<file path="src/rtl/slot_guard.sv">
module slot_guard #(
  parameter int ADDR_W = 32
) (
  input  logic              clk,
  input  logic              rst_n,
  input  logic              flush,
  input  logic              in_valid,
  input  logic              in_delayed_br,
  input  logic [ADDR_W-1:0] in_br_target,
  input  logic              in_undef,
  input  logic              in_pc_write,
  input  logic              in_fpu_op,
  input  logic              in_bank_op,
  input  logic              in_wide,
  input  logic              in_bank_restore,
  input  logic              in_divide,
  input  logic              cfg_fpu_present,
  input  logic              cfg_fpu_standby,
  input  logic              cfg_bank_present,
  output logic              slot_open,
  output logic [ADDR_W-1:0] slot_pc,
  output logic              slot_illegal,
  output logic [3:0]        slot_cause
);

  logic fpu_usable;
  logic treat_undef;
  logic judged;
  logic arm;

  assign fpu_usable  = cfg_fpu_present & ~cfg_fpu_standby;
  assign treat_undef = in_undef
                     | (in_fpu_op & ~fpu_usable)
                     | (in_bank_op & ~cfg_bank_present);

  assign judged = slot_open & in_valid & ~flush;
  assign arm    = in_valid & in_delayed_br & ~slot_open & ~flush;

  assign slot_cause[0] = judged & treat_undef;
  assign slot_cause[1] = judged & (in_pc_write | in_delayed_br);
  assign slot_cause[2] = judged & in_wide;
  assign slot_cause[3] = judged & (in_bank_restore | in_divide);
  assign slot_illegal  = |slot_cause;

  always_ff @(posedge clk) begin
    if (!rst_n || flush) begin
      slot_open <= 1'b0;
      slot_pc   <= '0;
    end else if (in_valid) begin
      slot_open <= arm;
      if (arm) slot_pc <= in_br_target;
    end
  end

endmodule


</file>
<file path="config.mk">
export PLATFORM = sky130hd
export DESIGN_NAME = slot_guard
export DESIGN_NICKNAME = d
export VERILOG_FILES = /design/src/rtl/slot_guard.sv
export SDC_FILE = /design/constraint.sdc
export NUM_CORES = 1
export LEC_CHECK = 0
export ABC_CLOCK_PERIOD_IN_PS = 2200
export CORE_ASPECT_RATIO = 1.1
export CORE_UTILIZATION = 37
export CTS_CLUSTER_DIAMETER = 100
export DETAILED_ROUTE_END_ITERATION = 8
export PLACE_DENSITY = 0.83
export SYNTH_ARGS = -nofsm -noshare
export SYNTH_HDL_FRONTEND = slang
export SYNTH_SLANG_ARGS = --single-unit
</file>
<file path="constraint.sdc">
create_clock -name clk -period 2.2 [get_ports clk]
set_clock_uncertainty 0.15 [all_clocks]
set_input_delay 0.55 -clock clk [delete_from_list [all_inputs] [get_ports clk]]
set_output_delay 0.55 -clock clk [all_outputs]
set_load 0.02 [all_outputs]
</file>
Word level (Yosys, flattened, before mapping)
Cells that the tools add are included.
{ "word_totals": {"reg_bits": 33, "wordCells": 27, "out_inout_bits": 38} }
{ "classes": {"n_reduce_logical": 4, "bitwise": 21} }
{ "ops": {"columns": ["operator", "n"], "rows": [
  ["bitwise AND 1 bit", 12],
  ["NOT 1 bit", 5],
  ["bitwise OR 1 bit", 4],
  ["OR reduction 4 bit", 1],
  ["AND reduction 2 bit", 1],
  ["logical NOT 1 bit", 1],
  ["logical OR 1 bit", 1]
]} }

Logic depth before layout (Yosys ltp)
Gate-level depths: netlist of run 1.
{ "depth": {"ltp_word": 8, "mapped_depth": 5} }

Worst setup path after synthesis of run 1
Ideal clock, no wire load.
{ "synth_timing": {"path_kind": "input-to-output", "startpoint": "in cfg_fpu_standby", "endpoint": "out slot_illegal", "setup_slack_ns": 0.244, "arrival_time_ns": 1.256, "n_path_buf": 0, "path_stages": 3, "cell_sequence": "nand2b_1 -> a221oi_1 -> a41oi_1"} }
{ "synth_via": {"elab_chain_len": 8} }
{ "synth_lines": {"columns": ["item", "line_no", "rtl"], "rows": [
  ["from (decl)", "18", "input logic cfg_fpu_standby,"],
  ["NOT 1 bit", "31", "assign fpu_usable = cfg_fpu_present & ~cfg_fpu_standby;"],
  ["bitwise AND 1 bit", "31", null],
  ["NOT 1 bit", "33", "| (in_fpu_op & ~fpu_usable)"],
  ["bitwise AND 1 bit", "33", null],
  ["bitwise OR 1 bit", "33", null],
  ["bitwise OR 1 bit", "34", "| (in_bank_op & ~cfg_bank_present);"],
  ["bitwise AND 1 bit", "39", "assign slot_cause[0] = judged & treat_undef;"],
  ["OR reduction 4 bit", "43", "assign slot_illegal = |slot_cause;"],
  ["to (decl)", "22", "output logic slot_illegal,"]
]} }
No other way between the ends.

Worst setup path after layout of run 1
{ "layout_timing": {"startpoint": "in in_delayed_br", "endpoint": "out slot_illegal"} }
{ "layout_via": {"elab_chain_len": 3} }
{ "layout_lines": {"columns": ["item", "line_no", "rtl"], "rows": [
  ["from (decl)", "8", "input logic in_delayed_br,"],
  ["bitwise OR 1 bit", "40", "assign slot_cause[1] = judged & (in_pc_write | in_delayed_br);"],
  ["bitwise AND 1 bit", "40", null],
  ["OR reduction 4 bit", "43", null]
]} }
No other way between the ends.

==> impl_summary.md, run 1 <==
Synthesis
Ranked by total cell area, the synthesized netlist is headed by sky130_fd_sc_hd__dfxtp_1, sky130_fd_sc_hd__nand2_1, sky130_fd_sc_hd__a21oi_1. The largest total area in the synthesized netlist belongs to sky130_fd_sc_hd__dfxtp_1. The count of different cell masters after synthesis is 18.

In the synthesized netlist, the number of instances is 158. The number of flops mapped to enable cells by yosys is 0. Averaged over all synthesized cells, the footprint is 7.93 um2. The synthesized net count is 205. The top-area cell type share of the netlist area is 52.7%.

The commonest cells after synthesis are sky130_fd_sc_hd__nand2_1, sky130_fd_sc_hd__dfxtp_1, sky130_fd_sc_hd__a21oi_1. For this run, asynchronously set or reset flops after synthesis account for 0%. The most common cell in the synthesized netlist is sky130_fd_sc_hd__nand2_1. The mapped netlist covers 1250 um2.

Yosys printed 0 warnings. Of the synthesized area, sequential elements account for 52.7%. After synthesis the netlist holds a flip-flop and latch count of 33. In the synthesized netlist the dominant register cell turns out to be sky130_fd_sc_hd__dfxtp_1.

Setup path
The worst flop-to-flop path startpoint is slot_open. The type of the worst setup path is in2out. Counting cells, the worst reg-to-reg path comes to 4. The endpoint identified for the worst register-to-register timing path is slot_pc[9]. The maximum fanout encountered on the critical timing path is 2. The kind of capture point of the worst setup path is an output pin. The critical path launch point type is a primary input. The setup check on the worst reg-to-reg path leaves a slack of 0.88 ns. Data on the critical path is required at its endpoint by 1.50 ns. The data arrival at the endpoint of the critical path is 1.45 ns.

Route
The ratio of routed vias to standard cells is 4.66. The average wire per cell in the routed design is 11.6 um. In the routed design, unresolved DRC markers number 10. The first TritonRoute pass finished after 6 iterations. In this run the remaining antenna-violating nets after routing total 0. The number of DRC markers in iteration 0 is 86.

The number of vias in the routed layout is 1,299. The final layout contains routed wiring with a total length of 3.24 mm.

Layout
Cells with a size suffix above 1 make up 11.0% of the layout. The final layout contains 291 nets. Once layout is complete, the utilization of the core stands at 69.7%.

The number of filler instances in the final layout is 279. The final non-filler cell area is 2180 um2. Leaving out filler cells and counting taps, the final layout contains 279. From synthesis to final layout, the design area changed by 74.0%. The number of antenna diodes in the final layout is 0.

STA
The final period utilization is 97.8%. The peak clock frequency supported by timing is 465 MHz. At the pin with the least slew margin, the transition time is 0.245 ns. The worst slew margin relative to its limit is 83.6%. The final critical-path required period is 2.15 ns.

Setup repair after global routing left no endpoint under its margin. The max-slew violation total from the final report came to 0. The final-report setup violation count is 0.

The final-report hold violation count is 0.

Clocking
Post-CTS timing repair inserted 0 buffers for setup. The clock net sink count is 33. CTS placed an instance of sky130_fd_sc_hd__clkbuf_4 at the clock tree root. The clock insertion delay at the later pin of the skew report is 0.32 ns. The clock tree from TritonCTS is yes.

The maximum buffer depth of the clock tree is 2. Buffers inserted to repair hold after CTS numbered 0. Clock-pin slew was measured on the worst setup and hold paths at 0.10 ns. The number of clock buffers inserted by TritonCTS is 5.

The deepest level of the CTS H-tree is 2.

Power
The largest voltage drop on the vdd net is 0.387 mV. Summed over all cells, the static leakage comes to 0.779 nW. The power per standard cell area is 507 nW/um2.

Placement
Counting tap cells, the placed design contains a total of 271 instances. Summing all placed instances gives a cell area of 2120 um2. Routability-driven placement finished with a final weighted congestion of 0.727. In this run the tool buffered the top-level ports with 84 buffer cells. Detailed placement ended at an HPWL of 2.40 mm.

Global route
The total overflow left after global routing is 0. The first global-routing pass estimated 5.20 mm of wire. The number of global-route vias before repair is 1,229.

Entering global routing, the biggest net connects 20 pins. Global routing used 18.5% of the available tracks. The initial antenna violation count is 0.

Die
The width of the die is 57.5 um. The core area is 3130 um2. The floorplan step defined a die boundary enclosing 3620 um2.

For this design the top-level I/O count stands at 85. The floorplan has 21 rows. For this configuration, the core starts out at a cell density of 40.1%. The die is 63.0 um tall.

Status
The checks that failed: DRC. The flow ran to the end, but the final reports show violations.

Hold path
For hold timing, the worst endpoint is slot_pc[16]. In this run the worst hold path is classified as reg2reg. In this run the most critical hold path is launched from slot_pc[16].

The hold path depth is 2.

Job
Max-cap violations in this run came to 0.
==> cells by family after synthesis <==
logic type / synth area share (%)
and+or+nand+nor: 25.1
AOI/OAI and AO/OA: 14.9
buffers and inverters: 7.29
DFF: 52.7
==> metal layers <==
layer | wire [um] | vias to the layer above | track usage [%]
met5 | 0 | - | 0
met4 | 15 | 0 | 5.49
met3 | 209 | 2 | 6.42
met2 | 1680 | 43 | 32.1
met1 | 1340 | 575 | 21.1
li1 | - | 679 | -
==> through the flow <==
stage	total power, mW	setup TNS [ns]	hold WS [ns]	setup WS [ns]
2_1_floorplan	0.680	0	0.383	0.244
3_3_place_gp	0.790	-2.50	0.291	-0.574
3_5_place_dp	0.791	-2.64	0.296	-0.645
4_1_cts	1.12	0	0.310	0.00473
5_1_grt	1.15	0	0.325	0.0134
6_report	1.10	0	0.306	0.0481
==> placed cells by master (no fill, tap or decap) <==
cell and count:
sky130_fd_sc_hd__clkdlybuf4s50_1 71, sky130_fd_sc_hd__nand2_1 64, sky130_fd_sc_hd__dfxtp_1 33, sky130_fd_sc_hd__a21oi_1 32, sky130_fd_sc_hd__buf_4 7, sky130_fd_sc_hd__dlygate4sd2_1 6
sky130_fd_sc_hd__clkbuf_4 5, sky130_fd_sc_hd__nor2_1 4, sky130_fd_sc_hd__buf_2 4, sky130_fd_sc_hd__inv_1 2, sky130_fd_sc_hd__nor2_2 2, sky130_fd_sc_hd__clkinv_2 2
sky130_fd_sc_hd__clkdlybuf4s15_1 2, sky130_fd_sc_hd__nand3b_1 1, sky130_fd_sc_hd__nand2b_4 1, sky130_fd_sc_hd__a221oi_4 1, sky130_fd_sc_hd__a41oi_2 1, sky130_fd_sc_hd__and4bb_2 1
sky130_fd_sc_hd__nand4bb_1 1, sky130_fd_sc_hd__nand2b_1 1, sky130_fd_sc_hd__a21oi_2 1, sky130_fd_sc_hd__or2b_1 1, sky130_fd_sc_hd__clkinvlp_4 1, sky130_fd_sc_hd__buf_12 1
==> repair_timing <==
item	CTS	global route
setup endpoints to repair	5	1
pin swaps	3	2
resized for setup	34	4
==> power by group <==
part           switching [mW]  total [mW]  internal [mW]
Clock                   0.205       0.326          0.120
Combinational          0.0659       0.170          0.104
Sequential            0.00401       0.609          0.605
==> worst max-delay path by stage <==
stage	start	end	slack, ns	cells past startpoint
final	in_delayed_br	slot_illegal	0.05	4
after CTS	cfg_fpu_standby	slot_illegal	0.005	5
after global routing	in_delayed_br	slot_illegal	0.01	4
after global placement	cfg_bank_present	slot_illegal	-0.57	5
after floorplan	cfg_fpu_standby	slot_illegal	0.24	3
after detailed placement	cfg_fpu_standby	slot_illegal	-0.65	5
==> final cells by class <==
cell class,count,area [um2],share of cell area [%]
repair buffers,91,876,40.2
flip-flops and latches,33,661,30.3
multi-input cells,111,538,24.7
well taps,34,42.5,1.95
clock buffers,5,37.5,1.72
clock inverters,3,17.5,0.804
inverters,2,7.51,0.344
==> flip-flops by register name, indices dropped and copies added, names as in the netlist <==
name,flops
slot_pc,32
slot_open,1
==> critical path: stages <==
cell	delay, ns
sky130_fd_sc_hd__clkdlybuf4s50_1	0.50
sky130_fd_sc_hd__nor2_2	0.06
sky130_fd_sc_hd__a41oi_2	0.18
sky130_fd_sc_hd__buf_4	0.17
Note: power is estimated with default switching activity, not from simulation.
==> run 2, diff against run 1 <==
- ABC_AREA: not set -> 1
==> impl_summary.md, run 2 <==
Status
The run finished, with violations left. The final reports fail on DRC.

Synthesis
The top-area cell type share of the netlist area came to 52.5% (-0.21 points). The number of flops mapped to enable cells by yosys was 0 (unchanged). The average cell area after synthesis is 7.53 um2 (-5.0%). Counting instances in the post-synthesis netlist gives the leading cell types as sky130_fd_sc_hd__nor2_1, sky130_fd_sc_hd__dfxtp_1, sky130_fd_sc_hd__o21ai_1.

The count of different cell masters after synthesis is 16 (-2). The sequential share of the synthesized area came to 52.5% (-0.21 points). In the post-synthesis netlist, the biggest area contributors are sky130_fd_sc_hd__dfxtp_1, sky130_fd_sc_hd__nor2_1, sky130_fd_sc_hd__o21ai_1.

The compound-gate portion of the synthesized area is 14.5% (-0.36 points). The number of cells produced by synthesis was 167 (+5.7%). The largest area contributor in the synthesized netlist is sky130_fd_sc_hd__dfxtp_1. The multiplexer area fraction after synthesis is 0% (unchanged). The number of warnings printed during yosys synthesis was 0 (unchanged). The mapped cell area came to 1260 um2 (+0.40%). After synthesis, the largest family of logic cells by area is simple AND/OR/NAND/NOR gates. In the synthesized netlist the dominant register cell turns out to be sky130_fd_sc_hd__dfxtp_1. The xor/xnor cell area share of the yosys netlist is 0% (unchanged). The number of register bits inferred by synthesis came to 33 (unchanged).

The simple-gate share of the synthesized area is 24.7% (-0.40 points). The synthesized net count is 214 (+4.4%). The adder and majority cell fraction of the synthesized area is 0% (unchanged).

The share of synthesized flip-flops with an asynchronous set or reset is 0% (unchanged). The most numerous cell in the Yosys netlist is sky130_fd_sc_hd__nor2_1.

Die
The total number of placement rows is 21 (unchanged). The starting density of the core is 39.9% (-0.18 points). The width of the die is 57.6 um (+0.19%).

The core area was 3150 um2 (+0.84%). The die footprint came to 3640 um2 (+0.38%). The die extent in y was 63.1 um (+0.19%). The number of top-level pins is 85 (unchanged).

Hold path
The hold path depth came to 2 (unchanged). The worst min-delay path class is reg2reg.

Layout
The share of final-layout standard cells stronger than drive strength 1 is 10.9% (-0.083 points). The number of filler instances in the final layout is 277 (-0.72%). The number of nets in the final layout came to 303 (+4.1%). The library cells used most frequently in the layout, excluding fill and tap cells, are sky130_fd_sc_hd__clkdlybuf4s50_1, sky130_fd_sc_hd__nor2_1, sky130_fd_sc_hd__dfxtp_1.

The largest registers in the layout are slot_pc (32), slot_open (1). The library cell used most frequently in the layout, excluding fill and tap cells, is sky130_fd_sc_hd__clkdlybuf4s50_1. The number of antenna cells inserted is 0 (unchanged). Compared with the post-synthesis result, the final layout area differs by 75.7%. The register with the most flip-flops in the final layout is slot_pc. The flip-flop count of the largest register after layout is 32 (unchanged).

Route
The number of DRC markers in iteration 0 is 62 (-28%). The number of iterations in the first detailed-routing pass is 9 (+3). The number of vias in the routed layout is 1,345 (+3.5%). The ratio of routed vias to standard cells is 4.64 (-0.39%). The final wirelength is 3.39 mm (+4.6%).

The number of DRC violations after detailed routing came to 3 (-7). The number of routed nets with antenna violations was 0 (unchanged). The average wire per cell in the routed design was 11.7 um (+0.60%).

Clocking
The number of clock buffers inserted by TritonCTS is 5 (unchanged). The total setup buffers inserted after CTS is 0 (unchanged). The deepest level of the CTS H-tree is 2 (unchanged). The clock insertion delay at the later pin of the skew report was 0.32 ns (about the same). The maximum buffer depth of the clock tree is 2 (unchanged). The clock-pin transition on the worst setup and hold timing paths is 0.09 ns (about the same). The root buffer cell chosen for the clock tree is sky130_fd_sc_hd__clkbuf_4.

TritonCTS built the clock tree. The clock net sink count is 33 (unchanged).

Setup path
The most numerous cell type found on the critical path is sky130_fd_sc_hd__nor2_1. The critical path goes through clkdlybuf4s50_1, nor2_1, nor2_2, nor2_1, nand2_1, buf_6. The worst endpoint required time is 1.50 ns (about the same). STA classifies the critical path endpoint as an output pin. STA classifies the critical path startpoint as a primary input.

The longest individual stage delay on the worst path is 0.42 ns (-0.08 ns). The maximum fanout encountered on the critical timing path is 2 (unchanged). The slowest cell on the critical path is sky130_fd_sc_hd__clkdlybuf4s50_1. The length in cells of the worst reg-to-reg path is 6 (+2). The minimum setup slack among reg-to-reg paths came to 0.70 ns (-0.18 ns). The data arrival at the endpoint of the critical path came to 1.43 ns (-0.02 ns). The type of the worst setup path is in2out.

Global route
The leftover overflow at the end of global routing is 0 (unchanged). The global-route usage over all layers was 21.0% (+2.5 points). The initial antenna violation count was 0 (unchanged). The number of global-route vias before repair is 1,340 (+9.0%). The maximum number of pins on one net before global-route repair is 33 (+65%). The global-route wire length before repair was 5.80 mm (+11%).

STA
The final critical-path required period is 2.13 ns (-0.0221 ns). The peak clock frequency supported by timing is 470 MHz (+1.0%). Setup repair after global routing left no endpoint under its margin. The final-layout setup total negative slack is 0 ns (unchanged). The final-report setup violation count is 0 (unchanged). The max-slew violation total from the final report is 0 (unchanged). The final-report hold violation count is 0 (unchanged). The worst slew margin relative to its limit came to 79.2% (-4.5 points). The slew at the pin closest to its max-slew limit came to 0.312 ns (+0.0678 ns). The final period utilization is 96.8% (-1.0 points).

Power
The switching part of the total is 24.1% (-0.85 points). The total power consumption of the routed design is 1.16 mW (+5.1%). The power share of the sequential group came to 53.2% (-2.0 points).

The combinational share of power is 17.9% (+2.6 points). The fraction of power consumed by the clock network is 29.0% (-0.5 points). The reported net switching power is 0.279 mW (+1.5%). The leakage power total is 0.900 nW (+16%). The largest voltage drop on the vdd net is 0.331 mV (-14%). The power per standard cell area is 525 nW/um2 (+3.6%). The cell internal power dissipation is 0.881 mW (+6.3%).

Job
The count of max-cap constraint violations is 0 (unchanged).

Placement
The port buffer count came to 84 (unchanged). The half-perimeter wire length after detailed placement came to 2.46 mm (+2.3%). The placer's final routability congestion estimate came to 0.741 (+1.9%).
[run 2: layout make-up]
cell class	count	area, um2	share of cell area [%]
clock buffer	7	55.1	2.49
inverter	10	40.0	1.81
multi-input combinational	115	518	23.4
sequential	33	661	29.9
tap	34	42.5	1.93
timing repair buffer	91	893	40.4
[run 2: logic make-up after synthesis]
group,Yosys count
buffers and inverters,19
AO/OA/AOI/OAI,36
AND/OR/NAND/NOR,79
flip-flops,33
[run 2: power groups by stage]
stage | clock, mW | combinational (mW) | sequential, mW
2_1_floorplan | 0 | 0.0664 | 0.648
5_1_grt | 0.380 | 0.229 | 0.619
3_3_place_gp | 0 | 0.205 | 0.630
4_1_cts | 0.348 | 0.208 | 0.617
3_5_place_dp | 0 | 0.207 | 0.631
6_report | 0.336 | 0.208 | 0.617
[run 2: repair_timing]
| action | CTS | global route |
|---|---|---|
| setup endpoints to repair | 5 | 3 |
| resized for setup | 30 | 7 |
| cloned | 0 | 0 |
| pin swaps | 1 | 8 |
| hold buffers | 0 | 0 |
[run 2: worst paths after layout]
check / startpoint / end
worst min-delay path: slot_pc[29] / slot_pc[29]
worst max-delay path: in_delayed_br / slot_illegal
worst min register to register: slot_pc[29] / slot_pc[29]
worst max register to register: slot_open / slot_pc[14]
[run 2: per-layer routing]
metal,vias to the layer above,GRT usage (%),part of all wire [%]
met5,-,0,0
met1,586,22.2,41
met3,5,7.80,8.1
met4,0,7.32,1.2
met2,55,37.5,49
li1,699,-,-
[run 2: worst max-delay path: cells and delay by family]
family / cells / cell delay, ns
AND/OR/NAND/NOR: 4 / 0.33
buffers and inverters: 2 / 0.55
[run 2: stage by stage]
stage | cell area (um2) | setup WS (ns) | hold slack (ns) | std cells | util, %
after CTS | 2190 | -0.0259 | 0.341 | 290 | 69.4
final | 2210 | 0.0702 | 0.336 | 290 | 70.1
after global placement | 2130 | -0.525 | 0.312 | 283 | 67.5
after floorplan | 1260 | 0.197 | 0.410 | 167 | -
after global routing | 2210 | 0.00814 | 0.370 | 290 | 70.1
after detailed placement | 2130 | -0.614 | 0.321 | 283 | 67.5
